$ cat src/rtl/prog_status_mux.sv
module prog_status_mux #(
  parameter int DW         = 8,
  parameter int POLL_BIT   = 7,
  parameter int TOGGLE_BIT = 6
) (
  input  logic          clk,
  input  logic          rst_n,
  input  logic          ce_n,
  input  logic          oe_n,
  input  logic          busy,
  input  logic [DW-1:0] last_byte,
  input  logic [DW-1:0] array_data,
  output logic [DW-1:0] rd_data,
  output logic          rd_oe
);

  logic rd_en, rd_en_q, busy_q;
  logic acc_start, busy_start;
  logic tog, tog_nx, shown, shown_nx;
  logic [DW-1:0] data_nx;
  logic unused_bits;

  assign unused_bits = ^last_byte;
  assign rd_en       = !ce_n && !oe_n;
  assign acc_start   = rd_en && !rd_en_q;
  assign busy_start  = busy && !busy_q;

  // tog holds the value the next access will show; shown holds the current one
  always_comb begin
    shown_nx = shown;
    tog_nx   = tog;
    if (busy_start) begin
      shown_nx = 1'b0;
      tog_nx   = rd_en;
    end else if (busy && acc_start) begin
      shown_nx = tog;
      tog_nx   = !tog;
    end
  end

  always_comb begin
    data_nx = array_data;
    if (busy) begin
      data_nx[POLL_BIT]   = !last_byte[POLL_BIT];
      data_nx[TOGGLE_BIT] = shown_nx;
    end
    if (!rd_en) data_nx = '0;
  end

  always_ff @(posedge clk) begin
    if (!rst_n) begin
      rd_en_q <= 1'b0;
      busy_q  <= 1'b0;
      tog     <= 1'b0;
      shown   <= 1'b0;
      rd_data <= '0;
      rd_oe   <= 1'b0;
    end else begin
      rd_en_q <= rd_en;
      busy_q  <= busy;
      tog     <= tog_nx;
      shown   <= shown_nx;
      rd_data <= data_nx;
      rd_oe   <= rd_en;
    end
  end

endmodule

$ cat config.mk
export PLATFORM = sky130hd
export DESIGN_NAME = prog_status_mux
export DESIGN_NICKNAME = d
export VERILOG_FILES = /design/src/rtl/prog_status_mux.sv
export SDC_FILE = /design/constraint.sdc
export NUM_CORES = 1
export LEC_CHECK = 0
export BUFFER_PORTS_ARGS = -buffer_cell sky130_fd_sc_hd__buf_2
export CORE_AREA = 5 5 42 44
export DETAILED_ROUTE_END_ITERATION = 16
export DIE_AREA = 0 0 47 49
export PLACE_DENSITY = 0.65
export SYNTH_ARGS = -nofsm -noshare
export SYNTH_HDL_FRONTEND = slang
export SYNTH_SLANG_ARGS = --single-unit
$ cat constraint.sdc
create_clock -name clk -period 1.55 [get_ports clk]
set_input_delay 0.31 -clock clk [delete_from_list [all_inputs] [get_ports clk]]
set_output_delay 0.31 -clock clk [all_outputs]
set_load 0.05 [all_outputs]
* Word level (Yosys, flattened, before mapping)
Index checks and enable logic that the tools add are counted.
W data, S select, Z words.
** Operators by class
- Mux-type cells :: 5
- Reduce and logical (&&, ||, !) cells :: 12
** Operators by type and width (number)
- $logic_not A1 Y1 :: 6
- $logic_and A1 B1 Y1 :: 4
- $mux W1 :: 4
- $mux W2 :: 1
- $reduce_and A2 Y1 :: 1
- $reduce_bool A2 Y1 :: 1
** Word-level totals
- Flip-flop bits (word level) :: 12
- Bits of input ports :: 21
- Output and inout port bits :: 9
- Logic and storage cells :: 22

* Depth between registers and ports, before layout
- Depth after elaboration :: 7
- Gate-level depth with buffers :: 4
- Gate-level depth less buffers :: 3

* Worst setup path after synthesis
No wires, ideal clock.
- Path kind :: register to register
- From :: register rd_en_q
- To :: register rd_data[6]
- Setup time :: 0.122 ns
- Arrival :: 1.190 ns
- Data required time :: 1.428 ns
- Slack :: 0.238 ns
- Stages on the path, launching flop included :: 4
- Path buffers :: 0
- Clock period less this slack :: 1.312 ns
- Cell sequence :: dfxtp_1 -> or4b_4 -> nand4_1 -> a31oi_1
** Between the ends
- Longest elaborated chain between the ends :: 6
** Ends and longest elaborated chain
- start, declared :: line 17 : logic rd_en, rd_en_q, busy_q;
- start signal, assigned :: line 59 : rd_en_q <= rd_en;
- $logic_not A1 Y1 :: line 25 : assign acc_start = rd_en && !rd_en_q;
- $logic_and A1 B1 Y1 :: line 25
- $logic_and A1 B1 Y1 :: line 35 : end else if (busy && acc_start) begin
- $mux W1 :: line 35
- $mux W1 :: line 32 : if (busy_start) begin
- $mux W2 :: line 43 : if (busy) begin
- end signal, assigned :: line 63 : rd_data <= data_nx;
- end, declared :: line 13 : output logic [DW-1:0] rd_data,
No other way between the ends.
A chain may end at the register's enable or synchronous reset.

==> flow_summary_export.csv <==
group,metric,value,unit
route,wirelength,929,um
sta,rsz0062_at_grt,"no",
sta,holdWs,0.2724,ns
layout,postLayoutCoreUtil,40.63,%
layout,fillerInstances,149,
logic_synthesis,yosys-top-cells-count,"dfxtp_1 (12), and3_1 (6), nor2_1 (4)",
place,placed_area,546.8,um^2
sta,finalSetupViolCount,0,
setup_path,slowest_delay,0.40,ns
clock_tree,clockBufferDepth,2,
grt,grt_pass1_wl,1483,um
setup_path,r2r_end,"rd_data[6]",
clock_tree,clkSlewWorstSetupHoldPaths,0.07,ns
route,wl_per_cell,11.47,um
setup_path,crit_type,"flip-flop to output port",
place,dp_hpwl,714.4,um
setup_path,crit_path_start_kind,"flip-flop",
layout,synthToLayoutAreaGrowth,33.04,%
grt,track_usage,9.258,%
logic_synthesis,synthCells,41,
logic_synthesis,yosysMostFrequentCell,"dfxtp_1",
die,die_y,49,um
logic_synthesis,synth.area.top_cells,"dfxtp_1 (56%), and3_1 (8.8%), nor2_1 (3.5%), nor4b_2 (3.5%), or4b_4 (3.2%)",
hold_path,hp-start,"array_data[1]",
clock_tree,hold_buffers,0,
place,place.gp.congestion,0.7170,
sta,final_max_slew_viol_count,0,
place,post-place-ws,0.2629,ns
power_and_ir_drop,p_leak,0.3024,nW
sta,finClkSkew,0.002313,ns
sta,fmax,790.7,MHz
setup_path,crit-reg2reg-launch,"rd_en_q",
clock_tree,cts.repair.resized,0,
setup_path,r2r_cells,3,
power_and_ir_drop,powerDensity,1015,mW/mm^2
sta,tightest_slew,0.4276,ns
die,die_w,47,um
logic_synthesis,ys_ff_latch,12,
die,ios,30,
route,avgViaCountPerCell,4.642,
clock_tree,insertion_delay,0.26,ns
setup_path,path_buf_inv,1,
clock_tree,ctsRootBufferMaster,"clkbuf_4",
route,first_pass_iters,4,
setup_path,rrSetupSlack,0.40,ns
sta,finalHoldViolCount,0,
clock_tree,cts.sinks,12,
setup_path,critPathTopFamily,"flip-flops",
logic_synthesis,avgSynthCellArea,10.44,um^2
place,io_buffers,22,
logic_synthesis,async_reset_ff_share,0,%
setup_path,worstPathRequired,1.24,ns
layout,final_nets,88,
die,num_rows,14,
logic_synthesis,yosysUniqueCellTypes,18,
power_and_ir_drop,vdd_drop_max,355.7,uV
sta,tns,0,ns
layout,layout-drive-gt1-share,44.62,%
die,dieArea,0.002303,mm^2
layout,final_cell_area,569.3,um^2
logic_synthesis,synth_nets,62,
grt,grt_start_max_net_pins,11,
sta,slew_headroom,71.39,%
route,antenna_left,0,
grt,antenna_found_initial,0,
setup_path,critPathMaxFanout,4,
status,status,"completed",
sta,setup_slack,0.2853,ns
hold_path,holdPathStages,2,
die,core_area,0.001401,mm^2
grt,grt.overflow.total,0,
logic_synthesis,ys.flop_type,"dfxtp_1",
layout,antennaDiodeCount,0,
setup_path,worstPathCellList,"buf_2",
logic_synthesis,yosysWarnings,0,
sta,fin_crit,1.265,ns
clock_tree,cts_made_buffers,3,
logic_synthesis,synth_top_area_share,56.14,%
flow_run,drv_cap,0,
clock_tree,cts.htree.levels,1,
setup_path,critPathSlowestCell,"dfxtp_1",
route,drc,0,
clock_tree,cts_tree,"built",
logic_synthesis,syn-cell-area,427.9,um^2
setup_path,arrival,0.95,ns
logic_synthesis,yosys.area.top_type,"dfxtp_1",
sta,min_period_over_period,81.59,%
hold_path,hold_class,"primary input to flip-flop",
route,drtIter0Drc,3,
setup_path,end_kind,"output port",
logic_synthesis,synth_edf_count,0,
grt,first_global_vias,365,
die,initial_core_util,30.54,%
route,vias,376,
clock_tree,cts_setup_buffers,0,
hold_path,worstHoldEndpoint,"rd_data[1]",
logic_synthesis,ys_seq_area_share,56.14,%
sequential cells by signal, summed over array words and instances, names as in the netlist:
name / count
busy_q: 1
rd_data: 8
rd_en_q: 1
shown: 1
tog: 1
metal layers:
metal | global-route usage (%) | wire (um)
met4 | 6.912 | 8
met5 | 0 | 0
met2 | 12.67 | 411
met1 | 10.67 | 386
met3 | 4.428 | 122
how the worst max path moves through the flow:
stage,slack (ns),endpoint,from,cells past startpoint
2_1_floorplan,0.24,rd_data[6],rd_en_q,3
3_3_place_gp,0.28,rd_data[6],ce_n,4
3_5_place_dp,0.26,rd_data[6],ce_n,4
4_1_cts,0.28,rd_oe,rd_en_q,1
5_1_grt,0.26,rd_oe,rd_en_q,1
6_report,0.29,rd_oe,rd_en_q,1
layout by cell type (no fill, tap or decap):
cell type / n
a21boi_1: 1
a31oi_1: 1
and2_2: 1
and3_1: 6
buf_2: 22
clkbuf_4: 3
dfxtp_1: 12
inv_1: 2
mux2i_1: 1
nand2_1: 2
nand2b_2: 1
nand3_1: 2
nand4_1: 2
nor2_1: 4
nor3_1: 1
nor4b_2: 1
o21ai_0: 1
or2b_1: 1
or4b_4: 1
power by group:
group / switching [W] / internal [W]
clock: 0.0000907 / 0.0000897
combinational: 0.0000462 / 0.0000287
sequential: 0.00000499 / 0.000318
total: 0.000142 / 0.000436
final cells by class:
class	instances	area, um^2	share of cell area (%)
flip-flops and latches	12	240.2	42.20
multi-input cells	26	168.9	29.67
repair buffers	22	110.1	19.34
clock buffers	3	22.52	3.956
well taps	16	20.02	3.516
inverters	2	7.507	1.319
cells by family (layout without fill, tap and decap cells):
logic type | count (synthesis) | in the layout | share of synthesized area (%)
buffers and inverters | 3 | 27 | 4.386
AND/OR/NAND/NOR | 22 | 22 | 32.75
multiplexers | 1 | 1 | 2.339
AO/OA/AOI/OAI | 3 | 3 | 4.386
flip-flops | 12 | 12 | 56.14
stage by stage:
stage / std cells / power (W)
final: 81 / 0.0005780
after global routing: 81 / 0.0006117
after CTS: 81 / 0.0005911
after detailed placement: 78 / 0.0004052
after global placement: 78 / 0.0004034
after floorplan: 41 / 0.0003769
Note: power is estimated with default switching activity, not from simulation.
